===== src/rtl/can_txmb_pkg.sv =====
package can_txmb_pkg;

    localparam int ID_W   = 29;
    localparam int STD_W  = 11;
    localparam int DLC_W  = 4;
    localparam int HOST_W = 32;
    localparam int DATA_W = 2 * HOST_W;

    typedef enum logic [1:0] {
        MB_EMPTY = 2'd0,
        MB_PEND  = 2'd1,
        MB_SCHED = 2'd2,
        MB_XMIT  = 2'd3
    } mb_state_e;

    // host field select codes
    localparam logic [1:0] SEL_IDENT = 2'd0;
    localparam logic [1:0] SEL_CTRL  = 2'd1;
    localparam logic [1:0] SEL_DLO   = 2'd2;
    localparam logic [1:0] SEL_DHI   = 2'd3;

    typedef struct packed {
        logic              ide;
        logic [ID_W-1:0]   id;
        logic [DLC_W-1:0]  dlc;
        logic [DATA_W-1:0] data;
    } frame_t;

    typedef struct packed {
        logic rqcp;
        logic txok;
        logic alst;
        logic terr;
    } flags_t;

    // Common 29-bit ranking scale: a standard identifier sits in the top bits.
    function automatic logic [ID_W-1:0] prio_key(input logic ide, input logic [ID_W-1:0] id);
        return ide ? id : {id[STD_W-1:0], {(ID_W-STD_W){1'b0}}};
    endfunction

endpackage


===== src/rtl/txmb_arbiter.sv =====
module txmb_arbiter #(
    parameter int N     = 3,
    parameter int KEY_W = 29
) (
    input  logic                      fifo_mode,
    input  logic [N-1:0]              cand,
    input  logic [N-1:0][KEY_W-1:0]   keys,
    input  logic [N-1:0][N-1:0]       older,
    output logic [N-1:0]              win
);

    // older[j][i] = 1 means mailbox j raised its request before mailbox i
    for (genvar i = 0; i < N; i++) begin : g_cell
        logic beaten;
        always_comb begin
            beaten = 1'b0;
            for (int j = 0; j < N; j++) begin
                if (j != i && cand[j]) begin
                    if (fifo_mode) begin
                        if (older[j][i]) beaten = 1'b1;
                    end else if ((keys[j] < keys[i]) || ((keys[j] == keys[i]) && (j < i))) begin
                        beaten = 1'b1;
                    end
                end
            end
        end
        assign win[i] = cand[i] & ~beaten;
    end

endmodule


===== src/rtl/txmb_slot.sv =====
module txmb_slot
    import can_txmb_pkg::*;
(
    input  logic              clk,
    input  logic              rst_n,
    input  logic              wr_en,
    input  logic [1:0]        wr_sel,
    input  logic [HOST_W-1:0] wr_data,
    input  logic              req,
    input  logic              clr,
    input  logic              auto_retx,
    input  logic              win,
    input  logic              any_tx,
    input  logic              bus_idle,
    input  logic              eng_done,
    input  logic              eng_lost,
    input  logic              eng_err,
    output mb_state_e         state,
    output frame_t            frame,
    output flags_t            flags,
    output logic              accept,
    output logic              launch,
    output logic              in_tx
);

    typedef struct packed {
        mb_state_e st;
        frame_t    fr;
        flags_t    fl;
    } slot_regs_t;

    slot_regs_t slot_q, slot_d;

    always_comb begin
        slot_d = slot_q;
        accept = 1'b0;

        if (wr_en && slot_q.st == MB_EMPTY) begin
            unique case (wr_sel)
                SEL_IDENT: begin
                    slot_d.fr.id  = wr_data[ID_W-1:0];
                    slot_d.fr.ide = wr_data[HOST_W-1];
                end
                SEL_CTRL:  slot_d.fr.dlc = wr_data[DLC_W-1:0];
                SEL_DLO:   slot_d.fr.data[HOST_W-1:0] = wr_data;
                SEL_DHI:   slot_d.fr.data[DATA_W-1:HOST_W] = wr_data;
            endcase
        end

        if (clr) slot_d.fl = '0;

        unique case (slot_q.st)
            MB_EMPTY: begin
                if (req) begin
                    slot_d.st = MB_PEND;
                    accept    = 1'b1;
                end
            end
            MB_PEND: begin
                if (!any_tx && win) slot_d.st = MB_SCHED;
            end
            MB_SCHED: begin
                if (!any_tx) begin
                    if (!win)          slot_d.st = MB_PEND;
                    else if (bus_idle) slot_d.st = MB_XMIT;
                end
            end
            MB_XMIT: begin
                if (eng_done) begin
                    slot_d.st      = MB_EMPTY;
                    slot_d.fl.rqcp = 1'b1;
                    slot_d.fl.txok = 1'b1;
                end else if (eng_lost || eng_err) begin
                    slot_d.fl.alst = slot_d.fl.alst | eng_lost;
                    slot_d.fl.terr = slot_d.fl.terr | eng_err;
                    if (auto_retx) begin
                        slot_d.st = MB_PEND;
                    end else begin
                        slot_d.st      = MB_EMPTY;
                        slot_d.fl.rqcp = 1'b1;
                        slot_d.fl.txok = 1'b0;
                    end
                end
            end
        endcase
    end

    always_ff @(posedge clk or negedge rst_n) begin
        if (!rst_n) slot_q <= '0;
        else        slot_q <= slot_d;
    end

    assign state  = slot_q.st;
    assign frame  = slot_q.fr;
    assign flags  = slot_q.fl;
    assign in_tx  = (slot_q.st == MB_XMIT);
    assign launch = (slot_q.st != MB_XMIT) && (slot_d.st == MB_XMIT);

    // frame contents frozen while the mailbox is occupied
    assert_locked_frame_R1: assert property (@(posedge clk) disable iff (!rst_n)
        (slot_q.st != MB_EMPTY) |=> $stable(slot_q.fr));

    // a mailbox is scheduled only after winning the ranking
    assert_sched_after_win_R2: assert property (@(posedge clk) disable iff (!rst_n)
        ((slot_q.st == MB_SCHED) && ($past(slot_q.st) == MB_PEND)) |-> $past(win));

    // transmission starts from scheduled and only on an idle bus
    assert_start_on_idle_R3: assert property (@(posedge clk) disable iff (!rst_n)
        ((slot_q.st == MB_XMIT) && ($past(slot_q.st) != MB_XMIT))
            |-> ($past(bus_idle) && ($past(slot_q.st) == MB_SCHED)));

    // success empties the mailbox with both completion flags
    assert_success_flags_R4: assert property (@(posedge clk) disable iff (!rst_n)
        ((slot_q.st == MB_XMIT) && eng_done)
            |=> ((slot_q.st == MB_EMPTY) && slot_q.fl.rqcp && slot_q.fl.txok));

    // failure without retry empties with complete set and OK clear
    assert_fail_no_retry_R6: assert property (@(posedge clk) disable iff (!rst_n)
        ((slot_q.st == MB_XMIT) && !eng_done && (eng_lost || eng_err) && !auto_retx)
            |=> ((slot_q.st == MB_EMPTY) && slot_q.fl.rqcp && !slot_q.fl.txok));

    // a clear outside transmission drops the complete flag
    assert_clear_flags_R9: assert property (@(posedge clk) disable iff (!rst_n)
        (clr && (slot_q.st != MB_XMIT)) |=> !slot_q.fl.rqcp);

endmodule


===== src/rtl/can_tx_mailbox_sched.sv =====
module can_tx_mailbox_sched
    import can_txmb_pkg::*;
#(
    parameter int NUM_MB = 3,
    localparam int IDX_W = (NUM_MB > 1) ? $clog2(NUM_MB) : 1
) (
    input  logic              clk,
    input  logic              rst_n,
    input  logic              cfg_fifo_mode,
    input  logic              cfg_auto_retx,
    input  logic              host_wr_en,
    input  logic [IDX_W-1:0]  host_wr_mb,
    input  logic [1:0]        host_wr_sel,
    input  logic [HOST_W-1:0] host_wr_data,
    input  logic [NUM_MB-1:0] host_req,
    input  logic [NUM_MB-1:0] host_clr,
    output logic [NUM_MB-1:0] mb_empty,
    output logic [NUM_MB-1:0] st_rqcp,
    output logic [NUM_MB-1:0] st_txok,
    output logic [NUM_MB-1:0] st_alst,
    output logic [NUM_MB-1:0] st_terr,
    input  logic              bus_idle,
    output logic              eng_start,
    output logic [IDX_W-1:0]  eng_slot,
    output logic              eng_ide,
    output logic [ID_W-1:0]   eng_id,
    output logic [DLC_W-1:0]  eng_dlc,
    output logic [DATA_W-1:0] eng_data,
    input  logic              eng_done,
    input  logic              eng_lost,
    input  logic              eng_err
);

    typedef struct packed {
        logic                          start;
        logic [NUM_MB-1:0][NUM_MB-1:0] older;
    } top_regs_t;

    top_regs_t top_q, top_d;

    mb_state_e                    slot_st [NUM_MB];
    frame_t                       slot_fr [NUM_MB];
    flags_t                       slot_fl [NUM_MB];
    logic [NUM_MB-1:0]            accepted, launch, in_tx, cand, win;
    logic [NUM_MB-1:0][ID_W-1:0]  keys;
    logic                         any_tx;
    frame_t                       tx_frame;
    logic [IDX_W-1:0]             tx_slot;

    assign any_tx = |in_tx;

    for (genvar i = 0; i < NUM_MB; i++) begin : g_mb
        txmb_slot u_slot (
            .clk       (clk),
            .rst_n     (rst_n),
            .wr_en     (host_wr_en && (host_wr_mb == IDX_W'(i))),
            .wr_sel    (host_wr_sel),
            .wr_data   (host_wr_data),
            .req       (host_req[i]),
            .clr       (host_clr[i]),
            .auto_retx (cfg_auto_retx),
            .win       (win[i]),
            .any_tx    (any_tx),
            .bus_idle  (bus_idle),
            .eng_done  (eng_done),
            .eng_lost  (eng_lost),
            .eng_err   (eng_err),
            .state     (slot_st[i]),
            .frame     (slot_fr[i]),
            .flags     (slot_fl[i]),
            .accept    (accepted[i]),
            .launch    (launch[i]),
            .in_tx     (in_tx[i])
        );

        assign cand[i]     = (slot_st[i] == MB_PEND) || (slot_st[i] == MB_SCHED);
        assign keys[i]     = prio_key(slot_fr[i].ide, slot_fr[i].id);
        assign mb_empty[i] = (slot_st[i] == MB_EMPTY);
        assign st_rqcp[i]  = slot_fl[i].rqcp;
        assign st_txok[i]  = slot_fl[i].txok;
        assign st_alst[i]  = slot_fl[i].alst;
        assign st_terr[i]  = slot_fl[i].terr;
    end

    txmb_arbiter #(
        .N     (NUM_MB),
        .KEY_W (ID_W)
    ) u_arb (
        .fifo_mode (cfg_fifo_mode),
        .cand      (cand),
        .keys      (keys),
        .older     (top_q.older),
        .win       (win)
    );

    // next-state: start pulse and request-age matrix
    always_comb begin
        top_d       = top_q;
        top_d.start = |launch;
        for (int i = 0; i < NUM_MB; i++) begin
            for (int j = 0; j < NUM_MB; j++) begin
                if (i != j) begin
                    if (accepted[i] && accepted[j]) top_d.older[i][j] = (i < j);
                    else if (accepted[j])           top_d.older[i][j] = 1'b1;
                    else if (accepted[i])           top_d.older[i][j] = 1'b0;
                end
            end
        end
    end

    always_ff @(posedge clk or negedge rst_n) begin
        if (!rst_n) top_q <= '0;
        else        top_q <= top_d;
    end

    always_comb begin
        tx_frame = '0;
        tx_slot  = '0;
        for (int i = 0; i < NUM_MB; i++) begin
            if (in_tx[i]) begin
                tx_frame = slot_fr[i];
                tx_slot  = IDX_W'(i);
            end
        end
    end

    assign eng_start = top_q.start;
    assign eng_slot  = tx_slot;
    assign eng_ide   = tx_frame.ide;
    assign eng_id    = tx_frame.id;
    assign eng_dlc   = tx_frame.dlc;
    assign eng_data  = tx_frame.data;

    // the ranking never names two winners, and names one when any wait
    assert_single_winner_R2: assert property (@(posedge clk) disable iff (!rst_n)
        $onehot0(win));
    assert_winner_exists_R2: assert property (@(posedge clk) disable iff (!rst_n)
        (|cand) |-> (|win));

    // one transmission at a time, start is a pulse inside it
    assert_one_tx_R10: assert property (@(posedge clk) disable iff (!rst_n)
        $countones(in_tx) <= 1);
    assert_start_in_tx_R10: assert property (@(posedge clk) disable iff (!rst_n)
        eng_start |-> (|in_tx));
    assert_start_pulse_R10: assert property (@(posedge clk) disable iff (!rst_n)
        eng_start |=> !eng_start);
    assert_frame_steady_R10: assert property (@(posedge clk) disable iff (!rst_n)
        ((|in_tx) && $past(|in_tx) && !$past(eng_done || eng_lost || eng_err))
            |-> ($stable(eng_id) && $stable(eng_slot) && $stable(eng_data)));

endmodule


===== config.mk =====
export PLATFORM = sky130hd
export DESIGN_NAME = can_tx_mailbox_sched
export DESIGN_NICKNAME = d
export VERILOG_FILES = /design/src/rtl/can_txmb_pkg.sv /design/src/rtl/txmb_arbiter.sv /design/src/rtl/txmb_slot.sv /design/src/rtl/can_tx_mailbox_sched.sv
export SDC_FILE = /design/constraint.sdc
export NUM_CORES = 1
export LEC_CHECK = 0
export BUFFER_PORTS_ARGS = -buffer_cell sky130_fd_sc_hd__buf_2
export CAP_MARGIN = 20
export CORE_MARGIN = 2
export CORE_UTILIZATION = 35
export CTS_CLUSTER_SIZE = 20
export DETAILED_ROUTE_END_ITERATION = 12
export HOLD_SLACK_MARGIN = 0.03
export MAX_ROUTING_LAYER = met4
export PLACE_DENSITY_LB_ADDON = 0.12
export SKIP_CTS_REPAIR_TIMING = 1
export SLEW_MARGIN = 20
export SYNTH_ARGS = -nofsm -noshare
export SYNTH_HDL_FRONTEND = slang
export SYNTH_SLANG_ARGS = --single-unit

===== constraint.sdc =====
create_clock -name clk -period 3.94 [get_ports clk]
set_clock_uncertainty 0.05 [all_clocks]
set_input_delay 0.394 -clock clk [delete_from_list [all_inputs] [get_ports clk]]
set_output_delay 0.394 -clock clk [all_outputs]
set_load 0.03 [all_outputs]

## Yosys cells after proc, flatten, opt, wreduce, memory -nomap -nowiden

Cells that the tools add are included.

- Bits in registers: 319
- Logic and storage cells: 219

- Bitwise operators: 12
- Equal/unequal tests: 23
- Multiplexer cells: 96
- $lt $le $gt $ge: 6
- Reduce and logical (&&, ||, !) cells: 45

Operators with widths:

| operator | count |
|---|---|
| 98-bit two-way mux | 3 |
| 29-bit less-than comparator | 6 |
| 29-bit equality test | 3 |
| 29-bit two-way mux | 3 |
| 2-bit two-way mux | 31 |
| 1-bit two-way mux | 47 |
| 4-bit two-way mux | 9 |
| 2-bit equality test, second input constant | 12 |
| 2-bit case mux with 4 select lines | 3 |
| 2-bit AND reduction | 12 |
| 1-bit logical AND | 15 |
| 2-bit by 1-bit equality test with 1-bit output, second input constant | 5 |
| 2-bit zero test | 5 |
| 3-bit nonzero test | 3 |
| 1-bit logical OR | 7 |
| 2-bit inequality test, second input constant | 3 |
| 1-bit OR | 6 |
| 3-bit OR reduction | 2 |
| 1-bit bitwise AND | 3 |
| 1-bit inverter | 3 |
| 1-bit zero test | 1 |

## Depth between registers and ports, before layout

- Word-level depth: 17
- Gate-level depth with buffers: 15

## By module

Synthesis repeated with hierarchy kept, for this count alone.

- Cell total of the unflattened synthesis: 1610
- Area total of the unflattened synthesis: 18982.0 µm²

Modules (own cells, without submodules):

| module | sequential area each (µm²) | cells an instance | area an instance (µm²) | times used |
|---|---|---|---|---|
| txmb_slot | 2602.5 | 244 | 4316.6 | 3 |
| can_tx_mailbox_sched | 175.2 | 578 | 3791.1 | 1 |
| txmb_arbiter | 0.0 | 300 | 2240.9 | 1 |

## Least setup slack after synthesis

Ideal clock, no wire load.

- Path type: reg2reg
- Start point: reg g_mb[2].u_slot.slot_q, in the netlist g_mb[2].u_slot.frame[97]
- End point: reg top_q, in the netlist eng_start
- Slack: 0.593 ns
- Arrival: 3.217 ns
- Period minus slack after synthesis: 3.347 ns
- Required time: 3.810 ns
- Cell stages (with the launch flop): 15
- Buffers on the path: 3
- Cell sequence: dfrtp_1 > buf_2 > clkbuf_1 > clkbuf_1 > nand2_1 > ha_1 > and3_1 > a211oi_1 > a211oi_1 > o311a_1 > o211ai_1 > nand3_1 > a31oi_2 > mux2_4 > o211ai_2

RTL lines:

| item | line | RTL |
|---|---|---|
| from (decl) | txmb_slot.sv:32 | `slot_regs_t slot_q, slot_d;` |
| from (signal assigned) | txmb_slot.sv:90 | `else slot_q <= slot_d;` |
| to (signal assigned) | can_tx_mailbox_sched.sv:113 | `else top_q <= top_d;` |
| to (decl) | can_tx_mailbox_sched.sv:39 | `top_regs_t top_q, top_d;` |

==> results.py <==
metrics = {
    "sta": {
        "setup-violations-final": 0,
        "finalMaxSlewViolations": 0,
        "hold_viol": 0,
        "min_period_over_period": 0.913,
        "timing.slew.headroom": 0.330,
        "tns_ns": 0,
        "fin_ws_ns": 0.344,
        "tightest_slew_ns": 1.00,
        "layout_min_cycle_time_ns": 3.60,
        "max_freq_mhz": 278,
        "grt_setup_unrepaired": "false",
        "hold_slack_ns": 0.0133,
    },
    "power": {
        "swShare": 0.388,
        "p_total_mw": 15.8,
        "clock_power_share": 0.232,
        "power_leakage_nw": 9.37,
        "power_frac_comb": 0.400,
        "internal_power_mw": 9.68,
        "p_sw_mw": 6.14,
        "ir_worst_vdd_mv": 0.379,
        "p_seq_frac": 0.368,
        "p_per_area_mw_per_mm2": 790,
    },
    "flow_run": {
        "maxCapViolCount": 0,
    },
    "clocking": {
        "cts_root_buffer": "clkbuf_16",
        "cts_buffer_depth": 3,
        "cts_tree": "done",
        "numCtsBuffers": 38,
        "htreeDepth": 2,
        "clkLatencyLatePin_ns": 0.56,
        "clkTransAtPathRegs_ns": 0.06,
        "clkSinkCount": 319,
    },
    "synthesis": {
        "synthDistinctLibCells": 64,
        "synth_top_flop_cell": "dfrtp_1",
        "syn_nets": 1720,
        "synth.area.top_cells": "dfrtp_1 (47%), mux2_2 (20%), ha_1 (6.7%)",
        "yosysTopAreaCell": "dfrtp_1",
        "synth.top_cell.area_share": 0.467,
        "synth_seq_cells": 319,
        "postSynthAreaPerCell_um2": 10.8,
        "synth_cells": 1578,
        "synth.most_common_cell": "dfrtp_1",
        "synthArstFlopShare": 1.00,
        "synth.cell_area_mm2": 0.0171,
        "synthTopCellsByCount": "dfrtp_1 (319), mux2_2 (304), nand2_1 (204)",
        "yosysWarnings": 0,
        "synth_edf_count": 0,
        "yosysSeqAreaShare": 0.467,
    },
    "floorplan": {
        "core_mm2": 0.0479,
        "initial_core_util": 0.356,
        "die_w_um": 225,
        "num_rows": 80,
        "die_area_mm2": 0.0506,
        "ios": 167,
        "die_y_um": 225,
    },
    "worst_setup_path": {
        "cp_slowest_cell": "dfrtp_2",
        "start_kind": "flop",
        "crit_type": "flop to flop",
        "max_stage_delay_ns": 0.65,
        "path_cells": "mux2_2 > ha_1 > nand4_1 > nor4_1 > nor3b_1 > a211oi_1 > nor3_1 > a31oi_1 > nand4b_1 > o211ai_2",
        "cp.arrival_ns": 3.98,
        "r2r_cells": 10,
        "reg2reg_to": "eng_start",
        "path_max_fanout": 20,
        "rrSetupSlack_ns": 0.34,
        "worst-path-buf-inv": 0,
        "required_ns": 4.32,
        "crit_family": "simple AND/OR/NAND/NOR gates",
        "r2r-start": "g_mb[0].u_slot.frame[97]",
        "cp-end-kind": "flop",
    },
    "route": {
        "final_antenna_net_count": 0,
        "vias": 12700,
        "viasPerCell": 5.38,
        "drt-pass1-iter-count": 5,
        "route.detailed.drc": 0,
        "initialDrtViolationCount": 676,
        "drt-wirelength-per-cell_um": 22.2,
        "wirelength_mm": 52.4,
    },
    "finish": {
        "final_cells": 2362,
        "nNetsFinal": 1860,
        "syn2layout_area_growth_pct": 17.2,
        "postLayoutCoreUtil": 0.418,
        "fin_area_mm2": 0.0200,
        "drive_above_1_share": 0.330,
    },
    "placement": {
        "dp_slack_ns": 0.101,
        "placed_cells": 2289,
        "gp_congestion": 0.927,
        "dpl.hpwl_mm": 36.0,
        "port_buffers": 166,
        "dpl-instance-area_mm2": 0.0187,
    },
    "hold_path": {
        "min_path_type": "input pin to flop",
        "hp-start": "host_clr[0]",
        "hold_path_depth": 2,
        "hold_path_end": "g_mb[0].u_slot.flags[3]",
    },
    "global_routing": {
        "grt_util_all_layers": 0.214,
        "grt-ovfl-total": 0,
        "grt_max_degree": 99,
        "antenna_found_initial": 3,
        "grt_pass1_vias": 12900,
        "grt_pass1_wl_mm": 80.2,
    },
    "run_status": {
        "status": "complete, no violations",
    },
}
-- final cells by class --
class,count,area [um2]
diodes,1,2.50
repair buffers,200,1190
fillers,4687,27900
inverters,45,169
flip-flops and latches,319,7980
well taps,615,769
multi-input cells,1114,8610
clock buffers,56,1100
clock inverters,12,199
-- worst max path at each step --
stage | from | end | cells past startpoint
global route | g_mb[2].u_slot.frame[97] | eng_start | 12
finish | g_mb[0].u_slot.frame[97] | eng_start | 10
detailed placement | g_mb[0].u_slot.frame[97] | eng_start | 10
floorplan | g_mb[2].u_slot.frame[97] | eng_start | 14
global placement | g_mb[0].u_slot.frame[97] | eng_start | 10
CTS | g_mb[0].u_slot.frame[97] | eng_start | 10
-- sequential cells by signal, summed over array words and instances, names as in the netlist --
name               flops
eng_start              1
g_mb.u_slot.flags     12
g_mb.u_slot.frame    294
top_q                  6
g_mb.u_slot.state      6
-- power by group through the flow --
| stage | logic, mW | registers [mW] | clock network, mW |
|---|---|---|---|
| 2_1_floorplan | 4.66 | 5.41 | 0 |
| 3_3_place_gp | 6.29 | 5.83 | 0 |
| 3_5_place_dp | 6.35 | 5.88 | 0 |
| 4_1_cts | 6.38 | 5.83 | 3.77 |
| 5_1_grt | 7.01 | 6.02 | 3.89 |
| 6_report | 6.34 | 5.82 | 3.66 |
-- cells by family after synthesis --
family,count (synthesis),synth area share
flops,319,0.467
compound gates,343,0.124
fa+ha+maj,93,0.0678
simple gates,346,0.0910
buf+inv,145,0.0337
mux,328,0.215
xor+xnor,4,0.00205
-- cell usage in the layout (no fill, tap or decap), types with 8 or more instances in the layout --
cell | Yosys | layout
o21ai_0 | 125 | 125
a31oi_1 | 8 | 8
dfrtp_1 | 319 | 318
a21o_1 | 9 | 9
clkbuf_8 | 0 | 8
buf_4 | 2 | 23
inv_1 | 45 | 45
mux2_2 | 304 | 304
nor2_1 | 48 | 44
a21oi_1 | 75 | 75
clkbuf_1 | 85 | 10
nand3_1 | 13 | 13
a22o_1 | 9 | 9
a22oi_1 | 72 | 72
mux2i_1 | 22 | 22
nand2_1 | 204 | 204
clkbuf_16 | 0 | 38
nand4_1 | 11 | 11
and2_1 | 20 | 20
nor3_1 | 8 | 8
buf_2 | 6 | 165
ha_1 | 91 | 89
-- worst reg2reg max path, stage by stage, from the launching register on --
cell,delay (ns)
dfrtp_2,0.65
mux2_2,0.42
ha_1,0.30
nand4_1,0.19
nor4_1,0.47
nor3b_1,0.51
a211oi_1,0.14
nor3_1,0.34
a31oi_1,0.18
nand4b_1,0.13
o211ai_2,0.09
-- metal layers --
layer,up-vias,global-route usage,wire length (um)
li1,5964,-,-
met1,6426,0.301,25200
met2,238,0.328,24100
met3,74,0.0272,2070
met4,0,0.0562,1080
met5,-,-,0
Power figures use the tool's default switching activity.
